**src/rtl/sdram_mon_pkg.sv**
```systemverilog
package sdram_mon_pkg;

   typedef enum logic [2:0] {
      C_IDLE, C_MRS, C_REF, C_ACT, C_RD, C_WR, C_PRE, C_BST
   } cmd_e;

   localparam int NUM_ERR  = 9;
   localparam int E_TRC    = 0;
   localparam int E_TRRD   = 1;
   localparam int E_TRCD   = 2;
   localparam int E_TRAS   = 3;
   localparam int E_TRP    = 4;
   localparam int E_OPEN   = 5;
   localparam int E_TMRD   = 6;
   localparam int E_APBUSY = 7;
   localparam int E_REFGAP = 8;

   function automatic int unsigned burst_of(input logic [2:0] code, input int unsigned page);
      case (code)
         3'd1:    return 2;
         3'd2:    return 4;
         3'd3:    return 8;
         3'd7:    return page;
         default: return 1;
      endcase
   endfunction

endpackage

```
**src/rtl/sdram_cmd_decode.sv**
```systemverilog
module sdram_cmd_decode
   import sdram_mon_pkg::*;
(
   input  logic cke,
   input  logic cs_n,
   input  logic ras_n,
   input  logic cas_n,
   input  logic we_n,
   output cmd_e cmd
);
   always_comb begin
      if (!cke || cs_n) begin
         cmd = C_IDLE;
      end else begin
         case ({ras_n, cas_n, we_n})
            3'b000:  cmd = C_MRS;
            3'b001:  cmd = C_REF;
            3'b011:  cmd = C_ACT;
            3'b101:  cmd = C_RD;
            3'b100:  cmd = C_WR;
            3'b010:  cmd = C_PRE;
            3'b110:  cmd = C_BST;
            default: cmd = C_IDLE;
         endcase
      end
   end
endmodule

```
**src/rtl/sdram_bank_track.sv**
```systemverilog
module sdram_bank_track
   import sdram_mon_pkg::*;
#(
   parameter int TRC  = 9,
   parameter int TRAS = 6,
   parameter int TRCD = 3,
   parameter int TRP  = 3,
   parameter int CW   = 4,
   parameter int BLW  = 10
)(
   input  logic           clk,
   input  logic           rst_n,
   input  cmd_e           cmd,
   input  logic           sel,
   input  logic           ap,
   input  logic [BLW-1:0] blen,
   output logic           open_o,
   output logic           v_trc,
   output logic           v_trcd,
   output logic           v_tras,
   output logic           v_trp,
   output logic           v_apbusy
);
   localparam logic [CW-1:0] SAT   = {CW{1'b1}};
   localparam logic [CW-1:0] L_TRC = CW'(TRC);
   localparam logic [CW-1:0] L_TRAS = CW'(TRAS);
   localparam logic [CW-1:0] L_TRCD = CW'(TRCD);
   localparam logic [CW-1:0] L_TRP = CW'(TRP);

   logic [CW-1:0]  act_cnt, pre_cnt;
   logic [BLW-1:0] rem;
   logic           is_open, ap_pend;
   logic           act_hit, rw_hit, pre_hit, ap_done;

   assign act_hit = (cmd == C_ACT) && sel;
   assign rw_hit  = ((cmd == C_RD) || (cmd == C_WR)) && sel;
   assign pre_hit = (cmd == C_PRE) && (sel || ap);
   assign ap_done = ap_pend && (rem == '0);

   assign v_trc    = act_hit && (act_cnt < L_TRC);
   assign v_trp    = act_hit && (pre_cnt < L_TRP);
   assign v_trcd   = rw_hit && is_open && (act_cnt < L_TRCD);
   assign v_tras   = pre_hit && is_open && (act_cnt < L_TRAS);
   assign v_apbusy = rw_hit && ap_pend && (rem != '0);
   assign open_o   = is_open;

   always_ff @(posedge clk) begin
      if (!rst_n) begin
         act_cnt <= SAT;
         pre_cnt <= SAT;
         is_open <= 1'b0;
         ap_pend <= 1'b0;
         rem     <= '0;
      end else begin
         act_cnt <= (act_cnt == SAT) ? SAT : act_cnt + 1'b1;
         pre_cnt <= (pre_cnt == SAT) ? SAT : pre_cnt + 1'b1;
         if (act_hit) begin
            is_open <= 1'b1;
            act_cnt <= CW'(1);
         end
         if ((pre_hit && is_open) || ap_done) begin
            is_open <= 1'b0;
            pre_cnt <= CW'(1);
            ap_pend <= 1'b0;
         end else if (ap_pend) begin
            rem <= rem - 1'b1;
         end
         if (rw_hit && ap && is_open && !ap_pend) begin
            ap_pend <= 1'b1;
            rem     <= blen - 1'b1;
         end
      end
   end

   assert_act_opens_R13: assert property (@(posedge clk) disable iff (!rst_n)
      act_hit |=> open_o);
   assert_pre_closes_R13: assert property (@(posedge clk) disable iff (!rst_n)
      pre_hit |=> !open_o);

endmodule

```
**src/rtl/sdram_err_log.sv**
```systemverilog
module sdram_err_log #(
   parameter int NERR   = 9,
   parameter int CODE_W = 4,
   parameter int CYC_W  = 32
)(
   input  logic              clk,
   input  logic              rst_n,
   input  logic              clear,
   input  logic [NERR-1:0]   viol,
   input  logic [NERR-1:0]   mask,
   input  logic [CYC_W-1:0]  cyc,
   output logic [NERR-1:0]   flags,
   output logic              first_valid,
   output logic [CODE_W-1:0] first_code,
   output logic [CYC_W-1:0]  first_cycle
);
   logic [NERR-1:0]   hits;
   logic [CODE_W-1:0] pick;

   assign hits = viol & mask;

   always_comb begin
      pick = '0;
      for (int i = NERR - 1; i >= 0; i--) begin
         if (hits[i]) pick = CODE_W'(i + 1);
      end
   end

   always_ff @(posedge clk) begin
      if (!rst_n || clear) begin
         flags       <= '0;
         first_valid <= 1'b0;
         first_code  <= '0;
         first_cycle <= '0;
      end else begin
         flags <= flags | hits;
         if (!first_valid && (|hits)) begin
            first_valid <= 1'b1;
            first_code  <= pick;
            first_cycle <= cyc;
         end
      end
   end

   assert_sticky_R11: assert property (@(posedge clk) disable iff (!rst_n)
      !clear |=> ((flags & $past(flags)) == $past(flags)));
   assert_first_frozen_R12: assert property (@(posedge clk) disable iff (!rst_n)
      (first_valid && !clear) |=> ($stable(first_code) && $stable(first_cycle)));
   assert_first_flagged_R12: assert property (@(posedge clk) disable iff (!rst_n)
      first_valid |-> flags[first_code - 1'b1]);

endmodule

```
**src/rtl/sdram_cmd_monitor.sv**
```systemverilog
module sdram_cmd_monitor
   import sdram_mon_pkg::*;
#(
   parameter int NBANK     = 4,
   parameter int ADDR_W    = 13,
   parameter int AP_BIT    = 10,
   parameter int TRC       = 9,
   parameter int TRRD      = 2,
   parameter int TRCD      = 3,
   parameter int TRAS      = 6,
   parameter int TRP       = 3,
   parameter int TMRD      = 2,
   parameter int PAGE_LEN  = 512,
   parameter int REF_W     = 16,
   parameter int CYC_W     = 32,
   parameter bit REF_CHECK = 1'b1,
   localparam int BA_W     = $clog2(NBANK),
   localparam int CODE_W   = $clog2(NUM_ERR + 1)
)(
   input  logic               clk,
   input  logic               rst_n,
   input  logic               cke,
   input  logic               cs_n,
   input  logic               ras_n,
   input  logic               cas_n,
   input  logic               we_n,
   input  logic [BA_W-1:0]    ba,
   input  logic [ADDR_W-1:0]  addr,
   input  logic [REF_W-1:0]   refresh_limit,
   input  logic [NUM_ERR-1:0] err_mask,
   input  logic               clear,
   output logic [NUM_ERR-1:0] err_flags,
   output logic               first_valid,
   output logic [CODE_W-1:0]  first_code,
   output logic [CYC_W-1:0]   first_cycle
);
   localparam int TMAX0 = (TRC > TRAS) ? TRC : TRAS;
   localparam int TMAX1 = (TMAX0 > TRRD) ? TMAX0 : TRRD;
   localparam int TMAX2 = (TMAX1 > TMRD) ? TMAX1 : TMRD;
   localparam int TMAX  = (TMAX2 > TRP) ? TMAX2 : TRP;
   localparam int CW    = $clog2(TMAX + 1);
   localparam int BLW   = $clog2(PAGE_LEN + 1);
   localparam logic [CW-1:0] SAT    = {CW{1'b1}};
   localparam logic [CW-1:0] L_TRRD = CW'(TRRD);
   localparam logic [CW-1:0] L_TMRD = CW'(TMRD);

   if (NBANK != (1 << BA_W)) begin : g_bad_nbank
      $error("NBANK must be a power of two");
   end
   if ((TRCD > TRAS) || (TRAS > TRC) || (TRRD < 1) || (TRP < 1)) begin : g_bad_timing
      $error("timing parameters out of order");
   end
   if ((AP_BIT >= ADDR_W) || (ADDR_W < 3)) begin : g_bad_addr
      $error("address width too small");
   end
   if (PAGE_LEN < 8) begin : g_bad_page
      $error("PAGE_LEN must be at least 8");
   end

   cmd_e               cmd;
   logic               ap;
   logic [NBANK-1:0]   b_open, b_trc, b_trcd, b_tras, b_trp, b_ap;
   logic [CW-1:0]      rrd_cnt, mrd_cnt;
   logic [BA_W-1:0]    last_ba;
   logic [BLW-1:0]     blen;
   logic [CYC_W-1:0]   cyc;
   logic [NUM_ERR-1:0] viol;
   logic               v_rrd, v_open, v_mrd, v_ref;
   logic               unused_addr;

   assign ap          = addr[AP_BIT];
   assign unused_addr = ^addr;

   sdram_cmd_decode u_dec (
      .cke   (cke),
      .cs_n  (cs_n),
      .ras_n (ras_n),
      .cas_n (cas_n),
      .we_n  (we_n),
      .cmd   (cmd)
   );

   for (genvar b = 0; b < NBANK; b++) begin : g_bank
      sdram_bank_track #(
         .TRC (TRC), .TRAS (TRAS), .TRCD (TRCD), .TRP (TRP),
         .CW (CW), .BLW (BLW)
      ) u_bank (
         .clk      (clk),
         .rst_n    (rst_n),
         .cmd      (cmd),
         .sel      (ba == BA_W'(b)),
         .ap       (ap),
         .blen     (blen),
         .open_o   (b_open[b]),
         .v_trc    (b_trc[b]),
         .v_trcd   (b_trcd[b]),
         .v_tras   (b_tras[b]),
         .v_trp    (b_trp[b]),
         .v_apbusy (b_ap[b])
      );
   end

   assign v_rrd  = (cmd == C_ACT) && (ba != last_ba) && (rrd_cnt < L_TRRD);
   assign v_open = ((cmd == C_MRS) || (cmd == C_REF)) && (|b_open);
   assign v_mrd  = (cmd != C_IDLE) && (mrd_cnt < L_TMRD);

   always_ff @(posedge clk) begin
      if (!rst_n) begin
         rrd_cnt <= SAT;
         mrd_cnt <= SAT;
         last_ba <= '0;
         blen    <= BLW'(1);
         cyc     <= '0;
      end else begin
         cyc     <= cyc + 1'b1;
         rrd_cnt <= (rrd_cnt == SAT) ? SAT : rrd_cnt + 1'b1;
         mrd_cnt <= (mrd_cnt == SAT) ? SAT : mrd_cnt + 1'b1;
         if (cmd == C_ACT) begin
            rrd_cnt <= CW'(1);
            last_ba <= ba;
         end
         if (cmd == C_MRS) begin
            mrd_cnt <= CW'(1);
            blen    <= BLW'(burst_of(addr[2:0], PAGE_LEN));
         end
      end
   end

   if (REF_CHECK) begin : g_ref
      logic [REF_W-1:0] ref_cnt;
      logic             ref_armed;
      assign v_ref = ref_armed && (ref_cnt > refresh_limit);
      always_ff @(posedge clk) begin
         if (!rst_n) begin
            ref_cnt   <= '0;
            ref_armed <= 1'b0;
         end else begin
            ref_cnt <= (&ref_cnt) ? ref_cnt : ref_cnt + 1'b1;
            if (v_ref) ref_armed <= 1'b0;
            if (cmd == C_REF) begin
               ref_cnt   <= REF_W'(1);
               ref_armed <= 1'b1;
            end
         end
      end
      assert_refgap_once_R10: assert property (@(posedge clk) disable iff (!rst_n)
         (v_ref && (cmd != C_REF)) |=> !v_ref);
   end else begin : g_noref
      logic unused_limit;
      assign unused_limit = ^refresh_limit;
      assign v_ref = 1'b0;
   end

   always_comb begin
      viol           = '0;
      viol[E_TRC]    = |b_trc;
      viol[E_TRRD]   = v_rrd;
      viol[E_TRCD]   = |b_trcd;
      viol[E_TRAS]   = |b_tras;
      viol[E_TRP]    = |b_trp;
      viol[E_OPEN]   = v_open;
      viol[E_TMRD]   = v_mrd;
      viol[E_APBUSY] = |b_ap;
      viol[E_REFGAP] = v_ref;
   end

   sdram_err_log #(.NERR (NUM_ERR), .CODE_W (CODE_W), .CYC_W (CYC_W)) u_log (
      .clk         (clk),
      .rst_n       (rst_n),
      .clear       (clear),
      .viol        (viol),
      .mask        (err_mask),
      .cyc         (cyc),
      .flags       (err_flags),
      .first_valid (first_valid),
      .first_code  (first_code),
      .first_cycle (first_cycle)
   );

   assert_one_cmd_R1: assert property (@(posedge clk) disable iff (!rst_n)
      (!cke || cs_n) |-> !$countones(viol[E_TRAS:E_TRC]));

endmodule

```
**config.mk**
```make
export PLATFORM = sky130hd
export DESIGN_NAME = sdram_cmd_monitor
export DESIGN_NICKNAME = d
export VERILOG_FILES = /design/src/rtl/sdram_mon_pkg.sv /design/src/rtl/sdram_cmd_decode.sv /design/src/rtl/sdram_bank_track.sv /design/src/rtl/sdram_err_log.sv /design/src/rtl/sdram_cmd_monitor.sv
export SDC_FILE = /design/constraint.sdc
export NUM_CORES = 1
export LEC_CHECK = 0
export BUFFER_PORTS_ARGS = -buffer_cell sky130_fd_sc_hd__buf_2
export CORE_MARGIN = 3
export CORE_UTILIZATION = 55
export DETAILED_ROUTE_END_ITERATION = 7
export GPL_TIMING_DRIVEN = 0
export HOLD_SLACK_MARGIN = 0.15
export PLACE_DENSITY_LB_ADDON = 0.1
export SYNTH_ARGS = -nofsm -noshare
export SYNTH_HDL_FRONTEND = slang
export SYNTH_SLANG_ARGS = --single-unit
```
**constraint.sdc**
```tcl
create_clock -name clk -period 3.55 [get_ports clk]
set_clock_uncertainty 0.05 [all_clocks]
set_input_delay 0.355 -clock clk [delete_from_list [all_inputs] [get_ports clk]]
set_output_delay 0.355 -clock clk [all_outputs]
set_load 0.02 [all_outputs]
```
* Yosys cells after proc, flatten, opt, wreduce, memory -nomap -nowiden
Index checks and enable logic that the tools add are counted.
Storage, ports and cells: input bits 48, output and inout bits 46, register bits 195
Operators by class: multiplexer cells 56, reduce and logical (&&, ||, !) cells 132, order comparisons 19, add/sub/neg operators 17, equality and inequality tests 35, bitwise operators 3
Operators by type and width (count):
- 2-to-1 mux 10 bit | 12
- 2-to-1 mux 4 bit | 29
- logical AND 1 bit | 66
- subtractor 10 x 1 -> 10 bit, second input constant | 5
- adder 4 x 1 -> 4 bit, second input constant | 10
- equality test 4 bit, second input constant | 10
- zero test 10 bit | 4
- less-than comparator 4 x 2 -> 1 bit, second input constant | 10
- case mux 10 bit (4 select lines) | 1
- nonzero test 10 bit | 4
- adder 32 x 1 -> 32 bit, second input constant | 1
- OR reduction 3 bit | 10
- OR reduction 4 bit | 6
- equality test 3 bit, second input constant | 7
- case mux 3 bit (7 select lines) | 1
- equality test 3 x 2 -> 1 bit, second input constant | 6
- nonzero test 2 bit | 9
- adder 16 x 1 -> 16 bit, second input constant | 1
- > comparator 16 bit | 1
- less-than comparator 4 x 3 -> 1 bit, second input constant | 4
- less-than comparator 4 bit, second input constant | 4
- AND reduction 16 bit | 1
- logical OR 1 bit | 12
- 2-to-1 mux 1 bit | 12
- other kinds (16) | 36

* Depth between registers and ports, before layout
depth after elaboration 19, mapped depth 11, gate-level depth less buffers 9

* Cells and area by module
A second synthesis with hierarchy kept.
Second synthesis, totals: cell total of the unflattened synthesis 1203, area total of the unflattened synthesis 10179.8 um^2
By module, submodules not included:
- sdram_bank_track | area each 1265.0 um^2, cells each 148, times used 4, sequential area each 400.4 um^2
- sdram_cmd_monitor | area each 3329.4 um^2, cells each 393, times used 1, sequential area each 1281.2 um^2
- sdram_err_log | area each 1736.7 um^2, cells each 209, times used 1, sequential area each 920.9 um^2
- sdram_cmd_decode | area each 53.8 um^2, cells each 9, times used 1, sequential area each 0.0 um^2

* Worst setup path before layout
Ideal clock, no wire load.
path kind reg-to-reg, from register g_bank[3].u_bank.pre_cnt[0], to register u_log.first_cycle[10], library setup time 72 ps, cell stages (with the launch flop) 11, arrival 2334 ps, buffers on the path 2, slack 1095 ps, cell sequence dfxtp_1 -> ha_1 -> nor4b_1 -> nor2_1 -> a2111oi_2 -> o21ba_2 -> and4_1 -> a21oi_2 -> buf_6 -> buf_12 -> mux2i_1
Between the ends: word-level cells in the longest chain between the ends 6
Ends and longest elaborated chain:
- from (decl) | line sdram_bank_track.sv:30 | logic [CW-1:0] act_cnt, pre_cnt;
- from (signal assigned) | line sdram_bank_track.sv:56 | pre_cnt <= (pre_cnt == SAT) ? SAT : pre_cnt + 1'b1;
- less-than comparator 4 x 2 -> 1 bit | line sdram_bank_track.sv:41 | assign v_trp = act_hit && (pre_cnt < L_TRP);
- logical AND 1 bit | line sdram_bank_track.sv:41
- OR reduction 4 bit | line sdram_cmd_monitor.sv:160 | viol[E_TRP] = |b_trp;
- bitwise AND 9 bit | line sdram_err_log.sv:20 | assign hits = viol & mask;
- OR reduction 9 bit | line sdram_err_log.sv:37 | if (!first_valid && (|hits)) begin
- logical AND 1 bit | line sdram_err_log.sv:37
- to (signal assigned) | line sdram_err_log.sv:40 | first_cycle <= cyc;
- to (decl) | line sdram_err_log.sv:15 | output logic [CYC_W-1:0] first_cycle
Every way passes these cells. A chain may end at the register's enable or synchronous reset.

* Worst setup path in the final report
from register g_bank[1].u_bank.pre_cnt[0], to register u_log.first_cycle[20]
Between the ends: word-level cells in the longest chain between the ends 6
Ends and longest elaborated chain (line):
- from (decl) | sdram_bank_track.sv:30
- from (signal assigned) | sdram_bank_track.sv:56
- less-than comparator 4 x 2 -> 1 bit | sdram_bank_track.sv:41
- logical AND 1 bit | sdram_bank_track.sv:41
- OR reduction 4 bit | sdram_cmd_monitor.sv:160
- bitwise AND 9 bit | sdram_err_log.sv:20
- OR reduction 9 bit | sdram_err_log.sv:37
- logical AND 1 bit | sdram_err_log.sv:37
Every way passes these cells.

==> summary.md <==
| Metric | Value |
|---|---|
| Dominant delay contributor by cell family on the critical path | `compound AO/OA/AOI/OAI gates` |
| Placed instance area | `approximately 10000 um2` |
| Net Count, Synth | `around 1200` |
| Slowest cell on the critical path | `sky130_fd_sc_hd__a2111oi_2` |
| Post-synthesis area per instance | `around 8.6 um2` |
| Highest fanout seen on the critical path | `10` |
| Post-route setup TNS | `0 ns` |
| Remaining global-route overflow | `0` |
| Final #Nets | `1276` |
| Worst reg-to-reg path cell count | `10` |
| Relative contribution of combinational cells to total power | `0.154` |
| CP Launch Type | `flip-flop` |
| Category of the critical setup timing path | `flip-flop to flip-flop` |
| # resized after CTS | `0` |
| Sequential area share after synthesis | `0.407` |
| Port Buffers | `82` |
| Remaining antenna violation count after routing | `0` |
| Number of enable-type register cells in the synthesized netlist | `0` |
| Worst path bufs/invs | `2` |
| Slew of the pin with the lowest slew margin | `1.19 ns` |
| Layout cell share with drive strength beyond 1 | `0.123` |
| CTS H-tree lvls | `4` |
| Clock power share | `0.367` |
| Cells traversed along the worst timing path | `ha_1 -> nor4b_1 -> nor3_1 -> a2111oi_2 -> o21ba_2 -> and4_1 -> a21oi_2 -> buf_6 -> buf_12 -> mux2i_1` |
| Clock Sink Count | `between 150 and 200` |
| Final cell count without fillers | `1423` |
| Vias in the first global route | `between 7000 and 8000` |
| Slack of the worst reg-to-reg path | `approximately 0.57 ns` |
| Top achievable clock speed | `roughly 0.34 GHz` |
| Via count | `~8000` |
| Terminus of the critical flop-to-flop path | `u_log.first_cycle[20]` |
| Top area cells in the synthesized netlist | `sky130_fd_sc_hd__dfxtp_1 (41%), sky130_fd_sc_hd__nand2_1 (5.3%), sky130_fd_sc_hd__ha_1 (5.1%), sky130_fd_sc_hd__mux2i_1 (4.7%), sky130_fd_sc_hd__nor2_1 (4.6%)` |
| Horizontal die dimension | `about 140 um` |
| Initial core utilization | `0.563` |
| Iteration-0 DRC Markers | `682` |
| Floorplan die height | `about 140 um` |
| Number of max-slew violations in the final report | `0` |
| Post-synth ARST share | `0` |
| Critical hold path startpoint | `addr[2]` |
| Worst reg2reg startpoint | `g_bank[1].u_bank.pre_cnt[0]` |
| DRC errors left | `0` |
| TritonCTS clock tree | `built` |
| Delay of the slowest critical-path stage | `0.60 ns` |
| Clk_lat worst skew | `0.44 ns` |
| Run status | `finished, final reports clean` |
| Post-cts hold buffer count | `1` |
| DIE AREA | `roughly 19000 um2` |
| Reg power frac | `0.479` |
| Overall Global Routing Usage | `0.242` |
| Part of the cycle the worst path needs | `0.841` |
| Via/cell ratio | `between 5 and 6` |
| Relative slew slack | `0.199` |
| Final GP Congestion | `0.873` |
| Static power due to leakage | `~0.0043 uW` |
| Warning count from the yosys run | `0` |
| Hold WC Path Type | `input pin to flip-flop` |
| Diodes inserted | `0` |
| Wirelength per Cell | `15.6 um` |
| Worst-path clk slew | `0.07 ns` |
| Layout overhead on the synthesized area | `13.7%` |
| Power density normalized to cell area | `just under 500 nW/um2` |
| Pin count of the biggest net entering global routing | `19` |
| Cell count of the worst hold path | `3` |
| Switching power total | `1480 uW` |
| Finished layout cell area | `about 11000 um2` |
| Number of search-and-repair iterations in the first detailed-routing pass | `6` |
| Inserted Clock Buffers | `17` |
| Cells after DPL | `1390` |
| Post-CTS setup buffer count | `0` |
| Clock root buffer master | `sky130_fd_sc_hd__clkbuf_16` |
| Setup repair after global routing missed its margin | `false` |
| Wire length of the first global-routing pass | `roughly 36000 um` |
| Share of Yosys cell area claimed by the top area cell type | `0.407` |
| Detailed-placement wirelength estimate | `about 16000 um` |
| Worst Hold Path EP | `blen[9]` |
| Data required time of the critical path | `~3.9 ns` |
| CP Capture Type | `flip-flop` |
| Power after layout | `slightly above 5000 uW` |
| Arr. time, crit path | `about 3.3 ns` |
| Peak supply drop | `around 350 uV` |
| Switching Fraction | `0.286` |
| Row Count | `between 40 and 50` |
| Instance count of the mapped netlist | `1088` |
| Ys flop type | `sky130_fd_sc_hd__dfxtp_1` |
| Final hold slack | `0.161 ns` |
| Buffers from clock root to sink, at most | `2` |
| Final min period | `between 2 and 3 ns` |
| Largest area contributor in the synthesized netlist | `sky130_fd_sc_hd__dfxtp_1` |
| Setup violators final | `0` |
| Number of synthesized register bits | `190` |
| Detailed Route WL | `22200 um` |
| Post-synthesis cell area | `between 9000 and 10000 um2` |
| Boundary pin count | `94` |
| Core area | `about 17000 um2` |
| Total of max-cap violations | `0` |
| Hold Fails Final Rpt | `0` |
| Number of distinct library cells after synthesis | `76` |
| Number of antenna violations at the first check in global routing | `0` |
| Internal Power | `between 3000 and 4000 uW` |
[flip-flops by register name, summed over array words and instances (netlist names)]
name,count
u_log.first_valid,1
mrd_cnt,4
blen,5
last_ba,2
u_log.first_code,4
g_bank.u_bank.pre_cnt,16
g_bank.u_bank.ap_pend,4
rrd_cnt,4
g_bank.u_bank.act_cnt,16
g_bank.u_bank.rem,40
g_bank.u_bank.open_o,4
g_ref.ref_armed,1
g_ref.ref_cnt,16
u_log.first_cycle,32
cyc,32
u_log.flags,9
[stage by stage]
stage	setup WS (ns)	util
floorplan	1.09	-
global placement	0.616	0.604
detailed placement	0.632	0.604
CTS	0.580	0.640
global route	0.337	0.640
finish	0.566	0.640
[cell type report]
class / count / area [um2]
fillers: 1468 / 5970
multi-input cells: 806 / 5130
flip-flops and latches: 190 / 3800
clock buffers: 18 / 439
repair buffers: 83 / 420
well taps: 220 / 275
plain buffers: 40 / 209
inverters: 52 / 195
clock inverters: 14 / 143
[worst max path at each step]
| stage | start | endpoint | slack [ns] | cells after the start |
|---|---|---|---|---|
| finish | g_bank[1].u_bank.pre_cnt[0] | u_log.first_cycle[20] | 0.57 | 10 |
| global route | g_bank[1].u_bank.pre_cnt[0] | u_log.first_cycle[3] | 0.34 | 10 |
| CTS | g_bank[1].u_bank.pre_cnt[0] | u_log.first_cycle[9] | 0.58 | 10 |
| detailed placement | g_bank[1].u_bank.pre_cnt[0] | u_log.first_cycle[20] | 0.63 | 10 |
| global placement | g_bank[1].u_bank.pre_cnt[0] | u_log.first_cycle[12] | 0.62 | 10 |
| floorplan | g_bank[3].u_bank.pre_cnt[0] | u_log.first_cycle[10] | 1.09 | 10 |
[logic make-up (layout without fill, tap and decap cells)]
| group | Yosys count | after routing | share of synthesized area |
|---|---|---|---|
| xor gates and xnor gates | 62 | 62 | 0.0581 |
| muxes | 50 | 50 | 0.0556 |
| AOI/OAI and AO/OA | 199 | 199 | 0.136 |
| adders and majority gates | 39 | 39 | 0.0520 |
| DFF | 190 | 190 | 0.407 |
| and+or+nand+nor | 456 | 456 | 0.248 |
| buffers and inverters | 92 | 207 | 0.0433 |
[per-layer routing]
metal | vias to the layer above | global-route usage | part of all wire
met1 | 3764 | 0.345 | 0.49
li1 | 4066 | - | -
met5 | - | 0 | 0
met4 | 0 | 0.0661 | 0.012
met3 | 21 | 0.0326 | 0.047
met2 | 183 | 0.386 | 0.45
[cell usage in the layout, fill, tap and decap left out, types with 10 or more instances in the layout]
cell and count:
sky130_fd_sc_hd__a31oi_1 20, sky130_fd_sc_hd__ha_1 38, sky130_fd_sc_hd__inv_1 52, sky130_fd_sc_hd__a21oi_1 49, sky130_fd_sc_hd__dfxtp_1 190, sky130_fd_sc_hd__nand3_1 49
sky130_fd_sc_hd__nand4_1 24, sky130_fd_sc_hd__or3_1 12, sky130_fd_sc_hd__nor4_1 11, sky130_fd_sc_hd__nand2_1 131, sky130_fd_sc_hd__nor2_1 114, sky130_fd_sc_hd__nand2b_1 15
sky130_fd_sc_hd__nand3b_1 10, sky130_fd_sc_hd__clkbuf_1 32, sky130_fd_sc_hd__o21ai_0 60, sky130_fd_sc_hd__clkbuf_16 17, sky130_fd_sc_hd__xnor2_1 27, sky130_fd_sc_hd__a211oi_1 13
sky130_fd_sc_hd__mux2i_1 44, sky130_fd_sc_hd__buf_2 84, sky130_fd_sc_hd__xor2_1 35, sky130_fd_sc_hd__nor3_1 17
[Yosys cell counts (7+ instances only)]
cell type,n
sky130_fd_sc_hd__inv_1,52
sky130_fd_sc_hd__o21ai_0,60
sky130_fd_sc_hd__ha_1,38
sky130_fd_sc_hd__nand4_1,24
sky130_fd_sc_hd__a31oi_1,20
sky130_fd_sc_hd__xor2_1,35
sky130_fd_sc_hd__and2_1,9
sky130_fd_sc_hd__or4_1,7
sky130_fd_sc_hd__or3_1,12
sky130_fd_sc_hd__a211oi_1,13
sky130_fd_sc_hd__nor2b_1,9
sky130_fd_sc_hd__xnor2_1,27
sky130_fd_sc_hd__and3_1,9
sky130_fd_sc_hd__dfxtp_1,190
sky130_fd_sc_hd__nand3_1,49
sky130_fd_sc_hd__mux2i_1,44
sky130_fd_sc_hd__nand2b_1,15
sky130_fd_sc_hd__nand2_1,131
sky130_fd_sc_hd__nand3b_1,10
sky130_fd_sc_hd__a21oi_1,49
sky130_fd_sc_hd__nor4b_1,8
sky130_fd_sc_hd__nor3_1,17
sky130_fd_sc_hd__clkbuf_1,32
sky130_fd_sc_hd__nor2_1,114
sky130_fd_sc_hd__nor4_1,11
[worst reg2reg max path, cell delays in order, from the launching register on]
cell                        delay, ns
sky130_fd_sc_hd__dfxtp_1         0.33
sky130_fd_sc_hd__ha_1            0.26
sky130_fd_sc_hd__nor4b_1         0.32
sky130_fd_sc_hd__nor3_1          0.16
sky130_fd_sc_hd__a2111oi_2       0.60
sky130_fd_sc_hd__o21ba_2         0.25
sky130_fd_sc_hd__and4_1          0.22
sky130_fd_sc_hd__a21oi_2         0.17
sky130_fd_sc_hd__buf_6           0.20
sky130_fd_sc_hd__buf_12          0.17
sky130_fd_sc_hd__mux2i_1         0.19
[power by group through the flow]
stage	Combinational (uW)	Sequential, uW	Clock, uW
after detailed placement	793	2520	0
after floorplan	637	2480	0
after global placement	773	2520	0
after global routing	919	2510	2010
final	797	2480	1900
after CTS	798	2480	1930
Power figures use the tool's default switching activity.
